--- config.mk ---
export PLATFORM = sky130hd
export DESIGN_NAME = ddr_wr_burst_seq
export DESIGN_NICKNAME = d
export VERILOG_FILES = /design/src/rtl/ddr_wr_burst_seq.sv
export SDC_FILE = /design/constraint.sdc
export NUM_CORES = 1
export LEC_CHECK = 0
export ABC_AREA = 1
export BUFFER_PORTS_ARGS = -buffer_cell sky130_fd_sc_hd__buf_2
export CORE_MARGIN = 3
export CORE_UTILIZATION = 47
export CTS_BUF_LIST = sky130_fd_sc_hd__clkbuf_8
export DETAILED_ROUTE_END_ITERATION = 10
export GPL_TIMING_DRIVEN = 0
export PLACE_DENSITY = 0.89
export SYNTH_ARGS = -nofsm -noshare
export SYNTH_HDL_FRONTEND = slang
export SYNTH_SLANG_ARGS = --single-unit
--- constraint.sdc ---
create_clock -name clk -period 2.2 [get_ports clk]
set_input_delay 0.33 -clock clk [delete_from_list [all_inputs] [get_ports clk]]
set_output_delay 0.33 -clock clk [all_outputs]
set_load 0.03 [all_outputs]
--- src/rtl/ddr_wr_burst_seq.sv ---
module ddr_wr_burst_seq #(
  parameter int DQ_W   = 16,
  parameter int DM_W   = DQ_W / 8,
  parameter int COL_W  = 9,
  parameter int ADDR_W = 13
) (
  input  logic              clk,
  input  logic              rst_n,
  input  logic              req_valid,
  input  logic [1:0]        req_bank,
  input  logic [COL_W-1:0]  req_col,
  input  logic              req_autopre,
  input  logic [1:0]        cfg_bl,
  input  logic              cfg_interleave,
  output logic              busy,
  output logic              beat_rd,
  output logic [COL_W-1:0]  beat_col,
  input  logic [DQ_W-1:0]   wr_data,
  input  logic [DM_W-1:0]   wr_mask,
  output logic              cmd_cs_n,
  output logic              cmd_ras_n,
  output logic              cmd_cas_n,
  output logic              cmd_we_n,
  output logic [1:0]        cmd_ba,
  output logic [ADDR_W-1:0] cmd_addr,
  output logic              dqs_out,
  output logic              dqs_oe,
  output logic [DQ_W-1:0]   dq_out,
  output logic              dq_oe,
  output logic [DM_W-1:0]   dm_out,
  output logic              dm_oe
);
  localparam int AP_BIT = 10;

  logic [3:0]       cnt, blen;
  logic             ilv, ap;
  logic [1:0]       ba;
  logic [COL_W-1:0] col;
  logic [DQ_W-1:0]  dq_r;
  logic [DM_W-1:0]  dm_r;
  logic [2:0]       rd_k, wmask, off;
  logic [ADDR_W-1:0] addr_w;

  wire accept = req_valid && (cnt == 4'd0) && (cfg_bl != 2'b00);
  wire is_cmd = (cnt == 4'd1) || (cnt == 4'd2);
  wire in_beat = (cnt >= 4'd3) && (cnt <= blen + 4'd2);

  always_ff @(posedge clk) begin
    if (!rst_n) begin
      cnt  <= '0;
      blen <= 4'd2;
      ilv  <= 1'b0;
      ap   <= 1'b0;
      ba   <= '0;
      col  <= '0;
    end else if (accept) begin
      cnt  <= 4'd1;
      blen <= 4'd1 << cfg_bl;
      ilv  <= cfg_interleave;
      ap   <= req_autopre;
      ba   <= req_bank;
      col  <= req_col;
    end else if (cnt != 4'd0) begin
      cnt <= (cnt == blen + 4'd3) ? 4'd0 : cnt + 4'd1;
    end
  end

  assign busy    = cnt != 4'd0;
  assign beat_rd = (cnt >= 4'd2) && (cnt <= blen + 4'd1);
  assign rd_k    = 3'(cnt - 4'd2);
  assign wmask   = blen[2:0] - 3'd1;
  assign off     = ilv ? (col[2:0] ^ rd_k) : (col[2:0] + rd_k);
  assign beat_col = beat_rd ? {col[COL_W-1:3], (col[2:0] & ~wmask) | (off & wmask)} : '0;

  always_ff @(posedge clk) begin
    if (!rst_n) begin
      dq_r <= '0;
      dm_r <= '0;
    end else if (beat_rd) begin
      dq_r <= wr_data;
      dm_r <= wr_mask;
    end
  end

  always_comb begin
    addr_w = '0;
    addr_w[COL_W-1:0] = col;
    addr_w[AP_BIT] = ap;
  end

  assign cmd_cs_n  = 1'b0;
  assign cmd_ras_n = 1'b1;
  assign cmd_cas_n = !is_cmd;
  assign cmd_we_n  = !is_cmd;
  assign cmd_ba    = is_cmd ? ba : 2'b00;
  assign cmd_addr  = is_cmd ? addr_w : '0;

  assign dqs_oe  = (cnt >= 4'd2) && (cnt <= blen + 4'd3);
  assign dqs_out = in_beat && cnt[0];
  assign dq_oe   = in_beat;
  assign dm_oe   = in_beat;
  assign dq_out  = in_beat ? dq_r : '0;
  assign dm_out  = in_beat ? dm_r : '0;


  cmd_only_busy_chk: assert property (@(posedge clk) disable iff (!rst_n)
    !cmd_cas_n |-> busy);

  cmd_from_idle_chk: assert property (@(posedge clk) disable iff (!rst_n)
    $fell(cmd_we_n) |-> $past(!busy));

  preamble_low_chk: assert property (@(posedge clk) disable iff (!rst_n)
    $rose(dqs_oe) |-> (!dqs_out && !dq_oe && !cmd_we_n));

  dq_in_strobe_chk: assert property (@(posedge clk) disable iff (!rst_n)
    dq_oe |-> dqs_oe);

  strobe_toggle_chk: assert property (@(posedge clk) disable iff (!rst_n)
    (dq_oe && $past(dq_oe)) |-> (dqs_out != $past(dqs_out)));

  postamble_low_chk: assert property (@(posedge clk) disable iff (!rst_n)
    $fell(dq_oe) |-> (dqs_oe && !dqs_out));

  release_chk: assert property (@(posedge clk) disable iff (!rst_n)
    $fell(busy) |-> !dqs_oe);

  dm_follow_chk: assert property (@(posedge clk) disable iff (!rst_n)
    dm_oe == dq_oe);
endmodule

## After elaboration in Yosys (flattened, before gate mapping)

Index checks and enable logic that the tools add are counted.

- Add/subtract/negate cells: 7
- Magnitude comparators: 5
- Equality and inequality tests: 3
- Shift operators: 1
- Mux-type cells: 9
- Bitwise operators: 6
- Reduce and logical (&&, ||, !) cells: 13

Operators with widths:

| operator | count |
|---|---|
| $mux W16 | 1 |
| $le A4 B4 Y1 | 3 |
| $mux W11 | 1 |
| $mux W9 | 1 |
| $add A4 B1 Y4 const B | 2 |
| $add A4 B2 Y4 const B | 2 |
| $ge A4 B2 Y1 const B | 2 |
| $and A3 B3 Y3 | 2 |
| $logic_and A1 B1 Y1 | 6 |
| $eq A4 B1 Y1 const B | 1 |
| $eq A4 B2 Y1 const B | 1 |
| $eq A4 B4 Y1 | 1 |
| $logic_not A4 Y1 | 1 |
| $mux W2 | 2 |
| $mux W4 | 1 |
| $reduce_bool A2 Y1 | 2 |
| $reduce_bool A4 Y1 | 1 |
| $shl A1 B2 Y4 const A | 1 |
| $add A3 B3 Y3 | 1 |
| $mux W3 | 1 |
| $not A3 Y3 | 1 |
| $or A3 B3 Y3 | 1 |
| $sub A3 B1 Y3 const B | 1 |
| $sub A3 B2 Y3 const B | 1 |
| other kinds (6) | 7 |

- Bits in registers: 39
- Input bits: 36
- Output and inout bits: 52
- Logic and storage cells: 53

## Longest topological paths before layout

Gate-level depths: netlist of run 1.

- Word-level depth: 6
- Depth in mapped cells: 14
- Mapped depth without buffers: 13

## Worst setup path before layout of run 1

No wires, ideal clock.

- Path kind: register -> output
- From: register blen[0]
- To: output port beat_col[0]
- Data arrival time: 2.210 ns
- Required time: 1.870 ns
- Path slack: -0.340 ns
- Stages on the path, launching flop included: 12
- Buffers on the path: 0
- Cell sequence: dfxtp_1 -> inv_1 -> ha_1 -> inv_1 -> ha_1 -> nand2_1 -> nand2_1 -> nand2_1 -> nand2_1 -> nand2_1 -> nand2_1 -> a21oi_1

- Word-level cells in the longest chain between the ends: 5
- Elaborated cells on any way between the ends: 9

Ends and longest elaborated chain:

| item | line | source |
|---|---|---|
| start: declaration | 35 | `logic [3:0] cnt, blen;` |
| start signal: assignment | 58 | `blen <= 4'd1 << cfg_bl;` |
| branches (longest 4 deep; another with $add A4 B1 Y4) | -- |  |
| $mux W9 * | 73 | `assign beat_col = beat_rd ? {col[COL_W-1:3], (col[2:0] & ~wmask) \| (off & wmask)} : '0;` |
| end: declaration | 17 | `output logic [COL_W-1:0] beat_col,` |

Every way passes the cells marked *.

## Final worst setup path of run 1

- From: register blen[2]
- To: output port dq_oe

- Word-level cells in the longest chain between the ends: 3

Ends and longest elaborated chain:

| item | line | source |
|---|---|---|
| $add A4 B2 Y4 | 46 | `wire in_beat = (cnt >= 4'd3) && (cnt <= blen + 4'd2);` |
| $le A4 B4 Y1 | 46 |  |
| $logic_and A1 B1 Y1 | 46 |  |
| end: declaration | 29 | `output logic dq_oe,` |

No other way between the ends.

==> results of run 1 <==
what timing repair did:
item	CTS	global route
setup buffers	4	4
pin swaps	8	8
endpoints found under the setup margin	58	53
resized for setup	63	49
cloned	2	0
layout by cell type, fill, tap and decap left out, drive strengths merged, types with 5 or more instances in the layout:
cell type	netlist	layout
inv	66	64
dfxtp	39	39
nand2	46	47
nand3	27	27
nor2	86	86
clkbuf	5	10
o21ai	24	24
ha	22	22
buf	18	108
a21oi	26	26
conb	2	5
final cells by class:
type / count / area [um^2] / share of cell area
inverters: 67 / 260 / 0.0706
plain buffers: 23 / 185 / 0.0503
flip-flops and latches: 39 / 800 / 0.217
clock inverters: 3 / 43.8 / 0.0119
repair buffers: 90 / 618 / 0.168
clock buffers: 5 / 68.8 / 0.0187
multi-input cells: 252 / 1630 / 0.441
well taps: 67 / 83.8 / 0.0228
cells in the mapped netlist, drive strengths merged:
library cell / count / area, um^2
nor3: 2 / 10.0
o211ai: 1 / 7.51
nand4: 2 / 12.5
inv: 66 / 248
a21boi: 1 / 7.51
nor2: 86 / 338
buf: 18 / 119
xnor2: 3 / 26.3
conb: 2 / 7.51
dfxtp: 39 / 781
clkbuf: 5 / 18.8
fa: 1 / 20.0
or2: 1 / 6.26
nand3b: 1 / 7.51
nand3: 27 / 135
ha: 22 / 275
a21oi: 26 / 130
xor2: 3 / 26.3
o21ai: 24 / 131
nand2: 46 / 180
clkinv: 1 / 5.00
flip-flops by register name (all words and copies together), names as in the netlist:
signal  flops
blen        4
dq_r       16
ba          2
col         9
ap          1
dm_r        2
ilv         1
cnt         4
critical path, stage by stage (launching register included):
cell	delay (ns)
dfxtp_4	0.36
buf_6	0.12
ha_4	0.22
ha_4	0.27
nand3_2	0.08
o211ai_1	0.26
nand2_2	0.11
nand2_4	0.10
buf_6	0.14
clkinvlp_4	0.09
buf_6	0.11
buf_6	0.13
metal layers:
layer | global-route usage | vias up
met5 | 0 | -
met2 | 0.390 | 113
li1 | - | 1350
met3 | 0.0578 | 15
met4 | 0.0687 | 0
met1 | 0.257 | 1212
final timing paths:
path,from,end,slack [ns]
max reg2reg,blen[0],dq_r[12],-0.14
min,req_bank[0],ba[0],0.26
min reg2reg,ba[0],ba[0],0.49
max,blen[2],dq_oe,-0.41
logic make-up after synthesis:
logic type / count (synthesis)
other: 2
buffers and inverters: 90
adders and majority gates: 23
AOI/OAI and AO/OA: 52
and+or+nand+nor: 165
DFF: 39
xor gates and xnor gates: 6
power groups by stage:
stage | clock (mW) | sequential, mW | combinational [mW]
after global placement | 0 | 0.912 | 0.973
after floorplan | 0 | 0.899 | 0.783
after global routing | 0.648 | 0.925 | 1.34
after detailed placement | 0 | 0.919 | 1.01
after CTS | 0.610 | 0.904 | 1.12
final | 0.605 | 0.916 | 1.22
through the flow:
step | area, um^2 | setup TNS [ns]
after floorplan | 2620 | -2.14
after global placement | 3110 | -4.79
after detailed placement | 3110 | -7.96
after CTS | 3480 | -13.20
after global routing | 3680 | -18.79
final | 3680 | -12.24
==> impl_metrics.yaml, run 1 <==
placed_design:
  place_ws_ns: -0.283
  gp_congestion: 0.830
  hpwl_mm: 4.63
  portBuffers: 81
  placed_cells: 528
layout:
  syn2layout_area_growth_pct: 47.8
  nets: 537
  fin_util: 0.750
  antenna_cells: 0
  layout-drive-gt1-share: 0.353
  nFillCells: 377
  stdcell_count: 546
routing:
  drc: 0
  routedWlPerCell_um: 13.1
  wl_met3_um: 470
  totalWireLength_mm: 7.14
  drt_pre_antenna_iters: 4
  met1_length_mm: 2.75
  first_iter_violations: 81
  vias: 2690
  top_layer_used: "met4"
  ant_nets: 0
  dr_wl_met2_mm: 3.78
  via_per_inst: 4.93
grt:
  grt_max_degree: 14
  grt_pass1_wl_mm: 11.1
  grt_pass1_vias: 2423
  grt-ovfl-total: 0
  antenna_found_initial: 0
  grt_usage: 0.219
sta:
  period_share: 1.19
  post-route-min-period_ns: 2.61
  holdWs_ns: 0.258
  drv_slew: 0
  grt_setup_unrepaired: "yes"
  skew_ns: 0.00671
  fin_ws_ns: -0.413
  setup_viol: 50
  hold_viol: 0
  max_freq_ghz: 0.383
floorplan:
  start_util: 0.508
  die_x_um: 78.8
  rows: 25
  fp.dieArea_um2: 6210
  die-height_um: 78.8
  num_io_pins: 88
  core_area_um2: 4910
setup_path:
  cp.required_ns: 1.87
  worstSetupPathType: "flip-flop to output pin"
  arrival_ns: 2.28
  worstPathMaxFanout: 5
  r2r_cells: 14
  cp-start-kind: "flip-flop"
  cp-end-kind: "output pin"
synth:
  synth_top_family_by_area: "simple AND/OR/NAND/NOR gates"
  synthSimpleGateAreaFrac: 0.277
  seq_area_frac_synth: 0.313
  synth-compound-area-share: 0.111
  synthAdderAreaFrac: 0.118
  synth.distinct_cells: 28
  syn_inst: 377
  yosys_warnings: 0
  ys_ff_latch: 39
  synth_xor_area_frac: 0.0211
  synth_area_um2: 2490
  synth_mux_area_frac: 0
  syn_area_per_cell_um2: 6.61
outcome:
  status: "finished, violations left"
  violations: "setup timing"
power_and_ir_drop:
  intPower_mw: 1.63
  p_leak_nw: 1.72
  peakVddDrop_mv: 0.526
  seqPwrFrac: 0.334
  p_total_mw: 2.74
  p_per_area_nw_per_um2: 743
  clkPwrFrac: 0.221
  power_frac_comb: 0.445
  switching_power_mw: 1.11
  switching_share: 0.404
clock_tree:
  cts_buffers: 5
  clk_root_buffer_cell: "clkbuf_8"
  htreeDepth: 2
  cts.clk_slew.worst_paths_ns: 0.08
  cts_tree: "yes"
  clockBufferDepth: 2
  clk_latency_ns: 0.30
  cts_sinks: 39
  holdBufCountCts: 0
hold_path:
  hold_class: "input pin to flip-flop"
  hold_depth: 3
job:
  max_cap_violations: 0
No activity file was read; power rests on OpenSTA's default activity.
==> run 2: changes to the inputs <==
- ABC_AREA: 1 -> unset
- clock period: 2.2 -> 2.4 ns (I/O delays scaled with it)
==> impl_metrics.yaml, run 2 <==
sta:
  max_freq_ghz: 0.381
  skew_ns: 0.0196
  setup_viol: 37
  drv_slew: 0
  hold_viol: 0
  finalSetupTns_ns: -5.36
  fin_ws_ns: -0.223
  worst_pin_slew_ns: 0.636
  grt_setup_unrepaired: "yes"
  period_share: 1.09
  post-route-min-period_ns: 2.62
  slew_headroom: 0.574
clock_tree:
  htreeDepth: 2
  clk_latency_ns: 0.30
  holdBufCountCts: 0
  cts.clk_slew.worst_paths_ns: 0.09
  cts_buffers: 5
  clockBufferDepth: 2
  cts_tree: "yes"
  clk_root_buffer_cell: "clkbuf_8"
  cts_sinks: 39
layout:
  fin_util: 0.792
  nFillCells: 255
  nets: 481
  layout_common_cells: "nand2_1 (88), buf_2 (51), dfxtp_1 (34)"
  multi_input_area_um2: 1850
  largestRegisters: "dq_r: 16 flops, col: 9 flops"
  largest_reg_flops: 16
  syn2layout_area_growth_pct: 57.6
  layout-drive-gt1-share: 0.444
  antenna_cells: 0
  final_common_cell: "nand2_1"
  top_register: "dq_r"
  design_area_um2: 3860
  seqCellArea_um2: 800
routing:
  ant_nets: 0
  totalWireLength_mm: 9.96
  via_per_inst: 5.89
  drc: 0
  first_iter_violations: 237
  vias: 2885
  drt_pre_antenna_iters: 5
  routedWlPerCell_um: 20.3
synth:
  synth_top_cells_by_count: "nand2_1 (89), dfxtp_1 (39), nor2_1 (28), ha_1 (22), mux2i_1 (21)"
  yosysMostFrequentCell: "nand2_1"
  seq_area_frac_synth: 0.319
  synth_top_area_frac: 0.319
  synth_flop_cell: "dfxtp_1"
  syn_inst: 310
  yosys_warnings: 0
  synth_edf_count: 0
  netlist_top_cells_area: "dfxtp_1 (32%), nand2_1 (14%), ha_1 (11%)"
  synth.distinct_cells: 39
  synth_area_leader_cell: "dfxtp_1"
  synth_area_um2: 2450
  ys_ff_latch: 39
  syn_area_per_cell_um2: 7.91
  async_flop_share: 0
placed_design:
  gp_congestion: 0.865
  hpwl_mm: 4.50
  place_ws_ns: -0.291
  placed_cell_area_um2: 2980
  portBuffers: 81
grt:
  grt_usage: 0.260
  grt_max_degree: 13
  grt_pass1_vias: 2656
  grt_pass1_wl_mm: 12.7
  antenna_found_initial: 0
  grt-ovfl-total: 0
floorplan:
  fp.dieArea_um2: 6120
  die_x_um: 78.2
  core_area_um2: 4880
  die-height_um: 78.2
  start_util: 0.502
  rows: 25
  num_io_pins: 88
setup_path:
  crit_chain: "ha_1 -> buf_4 -> o21ai_2 -> a21oi_2 -> buf_4 -> clkbuf_16 -> nor2_4 -> buf_6"
  cp.required_ns: 2.04
  cp-end-kind: "output pin"
  worstSetupPathType: "flip-flop to output pin"
  cp-start-kind: "flip-flop"
  arrival_ns: 2.26
  cpMaxStageDelayCell: "dfxtp_1"
  cp_common_cell: "buf_4"
  critPathMaxStageDelay_ns: 0.66
  worstPathMaxFanout: 8
power_and_ir_drop:
  peakVddDrop_mv: 0.629
  p_total_mw: 2.79
  p_per_area_nw_per_um2: 721
  p_leak_nw: 1.71
hold_path:
  hold_class: "input pin to flip-flop"
job:
  max_cap_violations: 0
outcome:
  status: "finished, violations left"
  violations: "setup timing"
==> run 2: final timing paths <==
| path | from | end | slack, ns | cells after the start |
|---|---|---|---|---|
| setup / recovery | cnt[3] | dq_out[1] | -0.22 | 8 |
| hold / removal | wr_data[11] | dq_r[11] | 0.31 | 3 |
| setup reg to reg | blen[2] | cnt[0] | 0.02 | 9 |
| hold reg to reg | dq_r[6] | dq_r[6] | 0.46 | 2 |
==> run 2: timing repair <==
| action | CTS | global route |
|---|---|---|
| buffers inserted | 13 | 9 |
| pin swaps | 7 | 25 |
| setup endpoints to repair | 43 | 53 |
| resized for setup | 96 | 70 |
| gates cloned | 1 | 1 |
==> run 2: worst max-delay path: cells and delay by family (launching register included) <==
family | cells | cell delay, ns
flops | 1 | 0.66
buf+inv | 4 | 0.61
fa+ha+maj | 1 | 0.34
compound gates | 2 | 0.20
simple gates | 1 | 0.13
==> run 2: report_power, final <==
group	total (mW)	switching, mW	internal [mW]
clock	0.669	0.257	0.412
combinational	1.29	0.752	0.543
sequential	0.823	0.0883	0.735
total	2.79	1.10	1.69
==> run 2: cell type report <==
cell class	instances	area share
Timing Repair inverter	1	0.00162
Timing Repair Buffer	102	0.201
Clock buffer	5	0.0178
Tap cell	67	0.0217
Multi-Input combinational cell	243	0.478
Inverter	9	0.0133
Sequential cell	39	0.207
Buffer	21	0.0424
Clock inverter	3	0.0165
==> run 2: metal layers <==
| metal | up-vias | global-route usage | routed length [um] |
|---|---|---|---|
| met4 | 0 | 0.126 | 599 |
| met3 | 79 | 0.0378 | 770 |
| met5 | - | 0 | 0 |
| met1 | 1358 | 0.300 | 3670 |
| met2 | 226 | 0.468 | 4920 |
| li1 | 1222 | - | - |
==> run 2: logic make-up after synthesis <==
family,Yosys count,synth area share
AND/OR/NAND/NOR,153,0.280
flip-flops,39,0.319
AO/OA/AOI/OAI,33,0.0934
buffers and inverters,31,0.0699
adder cells (fa/ha/maj),23,0.120
multiplexers,21,0.0858
XOR/XNOR,8,0.0286
other,2,0.00306
==> run 2: per-stage QoR <==
| step | hold slack, ns | std cells |
|---|---|---|
| detailed placement | 0.442 | 461 |
| floorplan | 0.430 | 313 |
| finish | 0.309 | 490 |
| CTS | 0.300 | 482 |
| global route | 0.318 | 490 |
| global placement | 0.437 | 461 |
